## src/rtl/xto_pkg.sv

```systemverilog
package xto_pkg;

   // Outcome of the currently observed cycle of a transfer
   typedef enum logic [1:0] {
      XTO_NONE    = 2'd0,
      XTO_ACK     = 2'd1,
      XTO_SLVERR  = 2'd2,
      XTO_TIMEOUT = 2'd3
   } xto_outcome_e;

   function automatic logic xto_is_fail(input xto_outcome_e o);
      return (o == XTO_SLVERR) || (o == XTO_TIMEOUT);
   endfunction

endpackage

```

## src/rtl/xto_window.sv

```systemverilog
module xto_window
   import xto_pkg::*;
#(
   parameter int TIMEOUT_CYC = 15,
   localparam int CW = $clog2(TIMEOUT_CYC + 1)
) (
   input  logic         clk_i,
   input  logic         rst_ni,
   input  logic         rd_req_i,
   input  logic         wr_req_i,
   input  logic         ack_i,
   input  logic         err_i,
   output logic         busy_o,
   output logic         start_o,
   output logic         overlap_o,
   output logic         is_wr_o,
   output xto_outcome_e outcome_o
);

   logic          busy_q;
   logic          wr_q;
   logic [CW-1:0] cnt_q;
   logic          req;
   logic          resp;
   logic          live;
   logic          expire;

   assign req       = rd_req_i | wr_req_i;
   assign resp      = ack_i | err_i;
   assign start_o   = req & ~busy_q;
   assign overlap_o = req & busy_q;
   assign live      = start_o | busy_q;
   assign expire    = busy_q & ~resp & (cnt_q == CW'(TIMEOUT_CYC));
   assign is_wr_o   = start_o ? wr_req_i : wr_q;
   assign busy_o    = busy_q;

   always_comb begin
      outcome_o = XTO_NONE;
      if (live && ack_i)       outcome_o = XTO_ACK;
      else if (live && err_i)  outcome_o = XTO_SLVERR;
      else if (expire)         outcome_o = XTO_TIMEOUT;
   end

   always_ff @(posedge clk_i or negedge rst_ni) begin
      if (!rst_ni) begin
         busy_q <= 1'b0;
         wr_q   <= 1'b0;
         cnt_q  <= '0;
      end else if (start_o && !resp) begin
         busy_q <= 1'b1;
         wr_q   <= wr_req_i;
         cnt_q  <= CW'(1);
      end else if (busy_q && (resp || expire)) begin
         busy_q <= 1'b0;
         cnt_q  <= '0;
      end else if (busy_q) begin
         cnt_q  <= cnt_q + CW'(1);
      end
   end


   cnt_in_window_chk: assert property (@(posedge clk_i) disable iff (!rst_ni)
      busy_q |-> (cnt_q >= CW'(1)) && (cnt_q <= CW'(TIMEOUT_CYC)));


   timeout_closes_chk: assert property (@(posedge clk_i) disable iff (!rst_ni)
      (outcome_o == XTO_TIMEOUT) |=> !busy_q);


   open_on_start_chk: assert property (@(posedge clk_i) disable iff (!rst_ni)
      (start_o && !ack_i && !err_i) |=> busy_q && (cnt_q == CW'(1)));

endmodule

```

## src/rtl/xto_payload.sv

```systemverilog
module xto_payload #(
   parameter int ADDR_W  = 32,
   parameter int DATA_W  = 32,
   parameter bit ENABLE  = 1'b1,
   localparam int BEN_W  = DATA_W / 8
) (
   input  logic              clk_i,
   input  logic              rst_ni,
   input  logic              start_i,
   input  logic              busy_i,
   input  logic [ADDR_W-1:0] addr_i,
   input  logic [DATA_W-1:0] wdata_i,
   input  logic [BEN_W-1:0]  ben_i,
   output logic              mism_o
);

   generate
      if (ENABLE) begin : g_cmp
         logic [ADDR_W-1:0] addr_q;
         logic [DATA_W-1:0] wdata_q;
         logic [BEN_W-1:0]  ben_q;

         always_ff @(posedge clk_i or negedge rst_ni) begin
            if (!rst_ni) begin
               addr_q  <= '0;
               wdata_q <= '0;
               ben_q   <= '0;
            end else if (start_i) begin
               addr_q  <= addr_i;
               wdata_q <= wdata_i;
               ben_q   <= ben_i;
            end
         end

         assign mism_o = busy_i & ((addr_i != addr_q) | (wdata_i != wdata_q) | (ben_i != ben_q));
      end else begin : g_off
         assign mism_o = 1'b0;
      end
   endgenerate

endmodule

```

## src/rtl/xto_status.sv

```systemverilog
module xto_status
   import xto_pkg::*;
(
   input  logic         clk_i,
   input  logic         rst_ni,
   input  xto_outcome_e outcome_i,
   input  logic         is_wr_i,
   input  logic         overlap_i,
   input  logic         mism_i,
   input  logic         clr_i,
   output logic         vld_o,
   output logic         tmo_o,
   output logic         wr_o,
   output logic         proto_o,
   output logic         stab_o
);

   always_ff @(posedge clk_i or negedge rst_ni) begin
      if (!rst_ni) begin
         vld_o <= 1'b0;
         tmo_o <= 1'b0;
         wr_o  <= 1'b0;
      end else if (xto_is_fail(outcome_i)) begin
         vld_o <= 1'b1;
         tmo_o <= (outcome_i == XTO_TIMEOUT);
         wr_o  <= is_wr_i;
      end else if (clr_i) begin
         vld_o <= 1'b0;
         tmo_o <= 1'b0;
         wr_o  <= 1'b0;
      end
   end

   always_ff @(posedge clk_i or negedge rst_ni) begin
      if (!rst_ni)        proto_o <= 1'b0;
      else if (overlap_i) proto_o <= 1'b1;
      else if (clr_i)     proto_o <= 1'b0;
   end

   always_ff @(posedge clk_i or negedge rst_ni) begin
      if (!rst_ni)     stab_o <= 1'b0;
      else if (mism_i) stab_o <= 1'b1;
      else if (clr_i)  stab_o <= 1'b0;
   end


   clr_wipes_chk: assert property (@(posedge clk_i) disable iff (!rst_ni)
      (clr_i && (outcome_i == XTO_NONE || outcome_i == XTO_ACK)) |=> !vld_o && !tmo_o && !wr_o);

endmodule

```

## src/rtl/xfer_timeout_guard.sv

```systemverilog
module xfer_timeout_guard
   import xto_pkg::*;
#(
   parameter int TIMEOUT_CYC   = 15,
   parameter int ADDR_W        = 32,
   parameter int DATA_W        = 32,
   parameter bit PAYLOAD_CHECK = 1'b1,
   localparam int BEN_W        = DATA_W / 8
) (
   input  logic              clk_i,
   input  logic              rst_ni,
   input  logic              rd_req_i,
   input  logic              wr_req_i,
   input  logic [ADDR_W-1:0] addr_i,
   input  logic [DATA_W-1:0] wdata_i,
   input  logic [BEN_W-1:0]  ben_i,
   input  logic              ack_i,
   input  logic              err_i,
   input  logic              stat_clr_i,
   output logic              ack_o,
   output logic              err_o,
   output logic              stat_vld_o,
   output logic              stat_tmo_o,
   output logic              stat_wr_o,
   output logic              stat_proto_o,
   output logic              stat_stab_o
);

   generate
      if (TIMEOUT_CYC < 1) begin : g_bad_limit
         $error("TIMEOUT_CYC must be at least 1");
      end
      if ((DATA_W % 8) != 0 || DATA_W < 8) begin : g_bad_data
         $error("DATA_W must be a positive multiple of 8");
      end
      if (ADDR_W < 1) begin : g_bad_addr
         $error("ADDR_W must be at least 1");
      end
   endgenerate

   logic         win_busy;
   logic         win_start;
   logic         win_overlap;
   logic         win_is_wr;
   logic         pl_mism;
   xto_outcome_e win_outcome;

   xto_window #(
      .TIMEOUT_CYC(TIMEOUT_CYC)
   ) u_window (
      .clk_i     (clk_i),
      .rst_ni    (rst_ni),
      .rd_req_i  (rd_req_i),
      .wr_req_i  (wr_req_i),
      .ack_i     (ack_i),
      .err_i     (err_i),
      .busy_o    (win_busy),
      .start_o   (win_start),
      .overlap_o (win_overlap),
      .is_wr_o   (win_is_wr),
      .outcome_o (win_outcome)
   );

   xto_payload #(
      .ADDR_W (ADDR_W),
      .DATA_W (DATA_W),
      .ENABLE (PAYLOAD_CHECK)
   ) u_payload (
      .clk_i   (clk_i),
      .rst_ni  (rst_ni),
      .start_i (win_start),
      .busy_i  (win_busy),
      .addr_i  (addr_i),
      .wdata_i (wdata_i),
      .ben_i   (ben_i),
      .mism_o  (pl_mism)
   );

   xto_status u_status (
      .clk_i     (clk_i),
      .rst_ni    (rst_ni),
      .outcome_i (win_outcome),
      .is_wr_i   (win_is_wr),
      .overlap_i (win_overlap),
      .mism_i    (pl_mism),
      .clr_i     (stat_clr_i),
      .vld_o     (stat_vld_o),
      .tmo_o     (stat_tmo_o),
      .wr_o      (stat_wr_o),
      .proto_o   (stat_proto_o),
      .stab_o    (stat_stab_o)
   );

   assign ack_o = (win_outcome == XTO_ACK);
   assign err_o = xto_is_fail(win_outcome);


   idle_quiet_chk: assert property (@(posedge clk_i) disable iff (!rst_ni)
      (!win_busy && !rd_req_i && !wr_req_i) |-> !ack_o && !err_o);


   timeout_status_chk: assert property (@(posedge clk_i) disable iff (!rst_ni)
      (err_o && !err_i) |=> stat_vld_o && stat_tmo_o);


   overlap_flag_chk: assert property (@(posedge clk_i) disable iff (!rst_ni)
      (win_busy && (rd_req_i || wr_req_i)) |=> stat_proto_o);


   payload_flag_chk: assert property (@(posedge clk_i) disable iff (!rst_ni)
      (PAYLOAD_CHECK && $rose(win_busy) && !$stable(addr_i)) |=> stat_stab_o);


   one_answer_chk: assert property (@(posedge clk_i) disable iff (!rst_ni)
      !(ack_o && err_o));

endmodule

```

## config.mk

```make
export PLATFORM = sky130hd
export DESIGN_NAME = xfer_timeout_guard
export DESIGN_NICKNAME = d
export VERILOG_FILES = /design/src/rtl/xto_pkg.sv /design/src/rtl/xto_window.sv /design/src/rtl/xto_payload.sv /design/src/rtl/xto_status.sv /design/src/rtl/xfer_timeout_guard.sv
export SDC_FILE = /design/constraint.sdc
export NUM_CORES = 1
export LEC_CHECK = 0
export ABC_AREA = 1
export BUFFER_PORTS_ARGS = -buffer_cell sky130_fd_sc_hd__buf_2
export CAP_MARGIN = 10
export CORE_MARGIN = 10
export CORE_UTILIZATION = 57
export CTS_BUF_LIST = sky130_fd_sc_hd__clkbuf_4
export DETAILED_ROUTE_END_ITERATION = 8
export GPL_TIMING_DRIVEN = 0
export PLACE_DENSITY = 0.84
export SYNTH_ARGS = -nofsm -noshare
export SYNTH_HDL_FRONTEND = slang
export SYNTH_HIERARCHICAL = 1
export SYNTH_SLANG_ARGS = --single-unit
```

## constraint.sdc

```tcl
create_clock -name clk_i -period 2.05 [get_ports clk_i]
set_clock_uncertainty 0.1 [all_clocks]
set_input_delay 0.615 -clock clk_i [delete_from_list [all_inputs] [get_ports clk_i]]
set_output_delay 0.615 -clock clk_i [all_outputs]
set_load 0.01 [all_outputs]
```

==> results.py, run 1 <==
metrics = {
    "finish": {
        "layout.area.seq_um2": 1980,
        "fillers": 589,
        "multi_input_area_um2": 1890,
        "layout_area_overhead_pct": 19.0,
        "mostFrequentLayoutCells": "nand2_1, buf_2, dfrtp_1",
        "number_of_nets_in_the_layout": 673,
        "layout.core_utilization_pct": 69.1,
        "antenna_cells_inserted": 0,
        "post-route-cell-area_um2": 4960,
        "layout_commonest_cell": "nand2_1",
        "layout-drive-gt1-share_pct": 28.8,
    },
    "clocking": {
        "root_buffer": "clkbuf_4",
        "tritoncts": "done",
        "clkSlewWorstSetupHoldPaths_ns": 0.13,
        "hold_buffers": 0,
        "cts.sinks": 79,
        "clk_latency_ns": 0.41,
        "total_number_of_h_tree_levels": 3,
        "cts_buffer_depth": 2,
        "cts_made_buffers": 9,
    },
    "synthesis": {
        "ys_seq_area_share_pct": 47.5,
        "synth.cell_area_um2": 4170,
        "synth.ff_latch_count": 79,
        "synthesis.instances": 489,
        "yosys_warnings": 6,
        "synthesis.area_per_instance_um2": 8.52,
        "synth_cell_types": 25,
        "synth_fp_nets": 565,
    },
    "worst_hold_path": {
        "worst_hold_path_type": "in -> async",
    },
    "sta": {
        "final_critical_path_setup_slack_ns": -0.225,
        "finalCriticalPeriod_ns": 2.28,
        "timing.final.crit_share_pct": 111,
        "maxSlewHeadroom_pct": 64.4,
        "finalMaxSlewViolations": 0,
        "unrepaired_setup_endpoints_after_global_routing": "true",
        "setup_viol": 2,
        "timing.final.hold_violations": 0,
        "final.setup.tns_ns": -0.427,
        "timing_worst_slew_pin_value_ns": 0.533,
        "achievable-frequency_mhz": 439,
    },
    "floorplan": {
        "die_h_um": 105,
        "floorplan.core_area_um2": 7180,
        "fp.dieArea_um2": 11100,
        "die_width_um": 105,
        "initial_core_util_pct": 58.0,
        "rows": 31,
        "design.portCount": 82,
    },
    "grt": {
        "largest_net_degree_at_the_start_of_global_routing": 41,
        "track_usage_pct": 17.1,
        "grt_pass1_wl_um": 15700,
        "grt_remaining_overflow": 0,
        "antenna_violations_before_repair": 1,
        "first_global_vias": 3529,
    },
    "place": {
        "dpl_wire_length_um": 7050,
        "finalWeightedCongestion": 0.806,
        "detailed_place.area_um2": 4720,
        "port_buffers": 81,
    },
    "power": {
        "power_per_cell_area_nw_per_um2": 697,
        "vdd_ir_drop_max_mv": 0.465,
        "power_leakage_nw": 2.64,
        "report.power.total_w": 0.00345,
    },
    "outcome": {
        "violated_checks": "setup timing",
        "status": "finished with violations",
    },
    "critical_path": {
        "path_buf_inv": 3,
        "regToRegEndpoint": "u_payload/g_cmp.addr_q[20]",
        "slowest_stage_delay_cp_ns": 0.38,
        "cp.depth": 7,
        "worstPathArrival_ns": 1.56,
        "cp-endpoint": "err_o",
        "crit_path_top_delay_cell": "dfrtp_1",
        "crit_fanout": 3,
        "critical_path.cell_chain": "ha_2 > nand2_2 > inv_2 > nand3_4 > a21oi_4 > clkbuf_1 > buf_2",
        "worst_setup_path_start_kind": "flip-flop",
        "cp_data_required_time_ns": 1.33,
        "critical_path.startpoint": "u_window/cnt_q[0]",
        "r2r-start": "u_window/busy_o",
        "critPathKind": "reg -> out",
        "ff2ff_setup_slack_ns": 0.36,
        "crit_family": "flip-flops",
        "setup.worst_path.end_class": "output pin",
        "timing.reg2reg.worst_path_depth": 5,
    },
    "drt": {
        "route.detailed.vias_per_inst": 4.86,
        "vias": 3403,
        "totalWireLength_um": 9330,
        "routed_wire_length_per_instance_um": 13.3,
        "initialDrtViolationCount": 98,
        "remaining_drc_errors": 0,
        "ant_nets": 0,
        "first_pass_drt_iterations": 4,
    },
    "run": {
        "drv_cap": 0,
    },
}
[per-layer routing]
| layer | part of all wire, % | GRT usage, % |
|---|---|---|
| met5 | 0.075 | 0 |
| met1 | 42 | 19.3 |
| met2 | 50 | 29.9 |
| met3 | 6.7 | 6.21 |
| met4 | 1.2 | 4.12 |
[registers in the layout (all words and copies together), names as in the netlist]
register	count
u_payload/g_cmp.addr_q	32
u_payload/g_cmp.wdata_q	32
u_payload/g_cmp.ben_q	4
u_window/cnt_q	4
u_status/proto_o	1
u_status/stab_o	1
u_status/tmo_o	1
u_status/vld_o	1
u_status/wr_o	1
u_window/busy_o	1
u_window/wr_q	1
[per-stage QoR]
stage | setup slack, ns | instances | hold WS, ns
floorplan | 0.0365 | 489 | 0.219
global placement | -0.307 | 669 | 0.355
detailed placement | -0.235 | 670 | 0.362
CTS | -0.231 | 692 | 0.0704
global route | -0.330 | 700 | 0.0597
finish | -0.225 | 700 | 0.0744
[Yosys cell counts, drive strengths merged]
| cell type | instances | area share [%] |
|---|---|---|
| buf | 9 | 1.6 |
| nand3 | 11 | 1.4 |
| o21bai | 2 | 0.36 |
| nand4 | 1 | 0.15 |
| nor2 | 50 | 4.9 |
| ha | 1 | 0.30 |
| o21ai | 31 | 3.7 |
| dfrtp | 79 | 47 |
| xor2 | 32 | 6.7 |
| or2 | 3 | 0.45 |
| xnor2 | 9 | 1.9 |
| nand2 | 150 | 14 |
| mux2 | 41 | 11 |
| inv | 65 | 5.9 |
| a21oi | 2 | 0.24 |
| clkbuf | 3 | 0.33 |
[worst register-to-register path: cells and delay by family, from the launching register on]
family / cells / cell delay, ns
buf+inv: 3 / 0.58
mux: 1 / 0.36
simple gates: 1 / 0.08
flops: 1 / 0.46
[how the worst min path moves through the flow]
stage	from	endpoint	slack, ns	depth (start not counted)
after floorplan	rst_ni	u_payload/g_cmp.addr_q[0]	0.22	0
after global placement	u_status/wr_o	u_status/wr_o	0.35	2
after detailed placement	u_status/wr_o	u_status/wr_o	0.36	2
after CTS	rst_ni	u_payload/g_cmp.wdata_q[16]	0.07	1
after global routing	rst_ni	u_payload/g_cmp.wdata_q[16]	0.06	1
final	rst_ni	u_payload/g_cmp.wdata_q[16]	0.07	1
[power by group]
part	switching, W	internal [W]	total (W)
registers	0.000123	0.00176	0.00188
clock network	0.000504	0.000227	0.000731
logic	0.000436	0.000409	0.000845
[kinds of logic (layout without fill, tap and decap cells)]
| family | after synthesis | after routing | synth area share (%) |
|---|---|---|---|
| mux | 41 | 41 | 11.1 |
| flops | 79 | 79 | 47.5 |
| simple gates | 215 | 215 | 20.4 |
| fa+ha+maj | 1 | 1 | 0.300 |
| buf+inv | 77 | 189 | 7.78 |
| compound gates | 35 | 35 | 4.33 |
| xor+xnor | 41 | 41 | 8.62 |
[final cells by class]
| class | count | area share (%) |
|---|---|---|
| buffer | 12 | 1.61 |
| tap | 99 | 2.50 |
| clock buffer | 9 | 1.36 |
| sequential | 79 | 39.9 |
| timing repair buffer | 97 | 10.9 |
| multi-input combinational | 333 | 38.2 |
| inverter | 65 | 4.97 |
| clock inverter | 6 | 0.580 |
[what timing repair did]
| item | in CTS | in global routing |
|---|---|---|
| pin swaps | 1 | 2 |
| setup buffers | 7 | 8 |
| resized for setup | 7 | 1 |
| setup endpoints to repair | 2 | 2 |
Note: power is estimated with default switching activity, not from simulation.
==> run 2, diff against run 1 <==
--- a/config.mk
+++ b/config.mk
@@ -13,7 +13,9 @@
 export CTS_BUF_LIST = sky130_fd_sc_hd__clkbuf_4
 export DETAILED_ROUTE_END_ITERATION = 8
 export GPL_TIMING_DRIVEN = 0
+export HOLD_SLACK_MARGIN = 0.08
 export PLACE_DENSITY = 0.84
+export RECOVER_POWER = 25
 export SYNTH_ARGS = -nofsm -noshare
 export SYNTH_HDL_FRONTEND = slang
 export SYNTH_HIERARCHICAL = 1
==> run 2 against run 1 <==
The run still ends with setup timing left. Die area stayed put. Sequential cell count stayed put. Non-clock buffer count is 1 higher. Sequential power hardly changed. Total power hardly changed. Highest routed layer unchanged.
==> results.py, run 2 (synthesis gave the netlist of run 1 again) <==
metrics = {
    "outcome": {
        "status": "finished with violations",
        "violated_checks": "setup timing",
    },
    "sta": {
        "setup_viol": 2,
        "timing.final.hold_violations": 0,
        "finalCriticalPeriod_ns": 2.27,
        "final_critical_path_setup_slack_ns": -0.225,
        "timing.final.crit_share_pct": 111,
        "timing_worst_slew_pin_value_ns": 1.04,
        "finalMaxSlewViolations": 0,
        "achievable-frequency_mhz": 440,
        "maxSlewHeadroom_pct": 31.0,
        "unrepaired_setup_endpoints_after_global_routing": "true",
    },
    "drt": {
        "ant_nets": 0,
        "route.detailed.vias_per_inst": 4.84,
        "remaining_drc_errors": 0,
        "first_pass_drt_iterations": 4,
        "routed_wire_length_per_instance_um": 13.3,
        "initialDrtViolationCount": 81,
        "vias": 3393,
        "totalWireLength_um": 9340,
    },
    "power": {
        "intPower_w": 0.00239,
        "vdd_ir_drop_max_mv": 0.465,
        "power_per_cell_area_nw_per_um2": 696,
        "sequentialPowerShare_pct": 54.4,
        "power_leakage_nw": 2.65,
        "net_switching_fraction_of_the_power_pct": 30.8,
        "share_clk_of_total_power_pct": 21.1,
        "combinationalPowerShare_pct": 24.5,
        "switching_power_w": 0.00106,
    },
    "floorplan": {
        "die_h_um": 105,
        "rows": 31,
        "floorplan.core_area_um2": 7180,
        "initial_core_util_pct": 58.0,
        "die_width_um": 105,
        "design.portCount": 82,
        "fp.dieArea_um2": 11100,
    },
    "grt": {
        "grt_remaining_overflow": 0,
        "first_global_vias": 3536,
        "largest_net_degree_at_the_start_of_global_routing": 41,
        "antenna_violations_before_repair": 1,
        "grt_pass1_wl_um": 15700,
        "track_usage_pct": 17.1,
    },
    "clocking": {
        "cts_made_buffers": 9,
        "total_number_of_h_tree_levels": 3,
        "tritoncts": "done",
        "cts.sinks": 79,
        "clk_latency_ns": 0.41,
        "clkSlewWorstSetupHoldPaths_ns": 0.13,
        "cts_buffer_depth": 2,
        "root_buffer": "clkbuf_4",
    },
    "finish": {
        "post-route-cell-area_um2": 4960,
        "multi_input_area_um2": 1890,
        "layout_commonest_cell": "nand2_1",
        "number_of_nets_in_the_layout": 674,
        "layout-drive-gt1-share_pct": 28.6,
        "layout.area.seq_um2": 1980,
        "layout_area_overhead_pct": 19.2,
        "fillers": 590,
        "biggestRegsByFlops": "u_payload/g_cmp.addr_q: 32 flops, u_payload/g_cmp.wdata_q: 32 flops",
        "antenna_cells_inserted": 0,
        "mostFrequentLayoutCells": "nand2_1, buf_2, dfrtp_1",
    },
    "critical_path": {
        "critPathKind": "reg -> out",
        "r2r-start": "u_window/busy_o",
        "worstPathArrival_ns": 1.56,
        "crit_fanout": 3,
        "timing.reg2reg.worst_path_depth": 5,
        "cp_data_required_time_ns": 1.33,
        "setup.worst_path.end_class": "output pin",
        "critical_path.startpoint": "u_window/cnt_q[0]",
        "worst_setup_path_start_kind": "flip-flop",
    },
    "place": {
        "place_worst_setup_slack_ns": -0.235,
        "dpl_wire_length_um": 7050,
        "finalWeightedCongestion": 0.806,
        "detailed_place.area_um2": 4720,
        "port_buffers": 81,
    },
    "run": {
        "drv_cap": 0,
    },
    "worst_hold_path": {
        "worstHoldStart": "addr_i[7]",
        "worst_hold_path_type": "in -> reg",
        "hold_path_cell_cnt": 3,
    },
}
==> run 2: through the flow <==
stage / total power, W / utilization, % / cells / setup TNS [ns] / hold slack (ns)
final: 0.00345 / 69.2 / 701 / -0.425 / 0.331
after CTS: 0.00347 / 68.4 / 693 / -0.437 / 0.316
after global routing: 0.00370 / 69.2 / 701 / -0.657 / 0.294
after detailed placement: 0.00272 / 65.8 / 670 / -0.453 / 0.362
after global placement: 0.00265 / 65.5 / 669 / -24.44 / 0.355
after floorplan: 0.00242 / - / 489 / 0 / 0.219
==> run 2: repair_timing <==
item	in CTS	in global routing
setup buffers	7	8
setup endpoints to repair	2	2
gates resized for setup	7	1
endpoints found under the hold margin	13	0
hold buffers	1	0
pin swaps	1	2
==> run 2: path summary, 6_finish.rpt <==
| check | slack (ns) | end |
|---|---|---|
| max in group asynchronous | 0.27 | u_payload/g_cmp.addr_q[16] |
| setup / recovery | -0.22 | err_o |
| hold / removal | 0.33 | u_payload/g_cmp.addr_q[7] |
| setup reg to reg | 0.35 | u_payload/g_cmp.addr_q[22] |
| hold reg to reg | 0.39 | u_status/tmo_o |
| min in group asynchronous | 0.82 | u_payload/g_cmp.wdata_q[16] |
==> run 2: layout make-up <==
| type | instances | area share, % |
|---|---|---|
| flip-flops and latches | 79 | 39.8 |
| inverters | 65 | 4.96 |
| clock inverters | 6 | 0.580 |
| repair buffers | 98 | 11.0 |
| plain buffers | 12 | 1.61 |
| clock buffers | 9 | 1.36 |
| well taps | 99 | 2.49 |
| multi-input cells | 333 | 38.1 |
==> run 2: worst max-delay path, stage by stage, from the launching register on <==
cell and delay, ns:
dfrtp_1 0.38, ha_2 0.20, nand2_2 0.06, inv_2 0.09, nand3_4 0.08, a21oi_4 0.14, clkbuf_1 0.09, buf_2 0.12
==> run 2: layer usage <==
metal	vias to the layer above	GRT usage [%]	part of all wire, %
li1	1717	-	-
met1	1577	19.3	42
met2	82	30.0	51
met3	15	6.21	6.4
met4	2	4.12	1.2
met5	-	0	0.075
==> run 2: power by group through the flow <==
stage / logic, W / registers (W) / clock network, W
after floorplan: 0.000537 / 0.00189 / 0
after global placement: 0.000756 / 0.00189 / 0
after detailed placement: 0.000803 / 0.00191 / 0
after CTS: 0.000835 / 0.00188 / 0.000755
after global routing: 0.000961 / 0.00190 / 0.000838
final: 0.000846 / 0.00188 / 0.000731
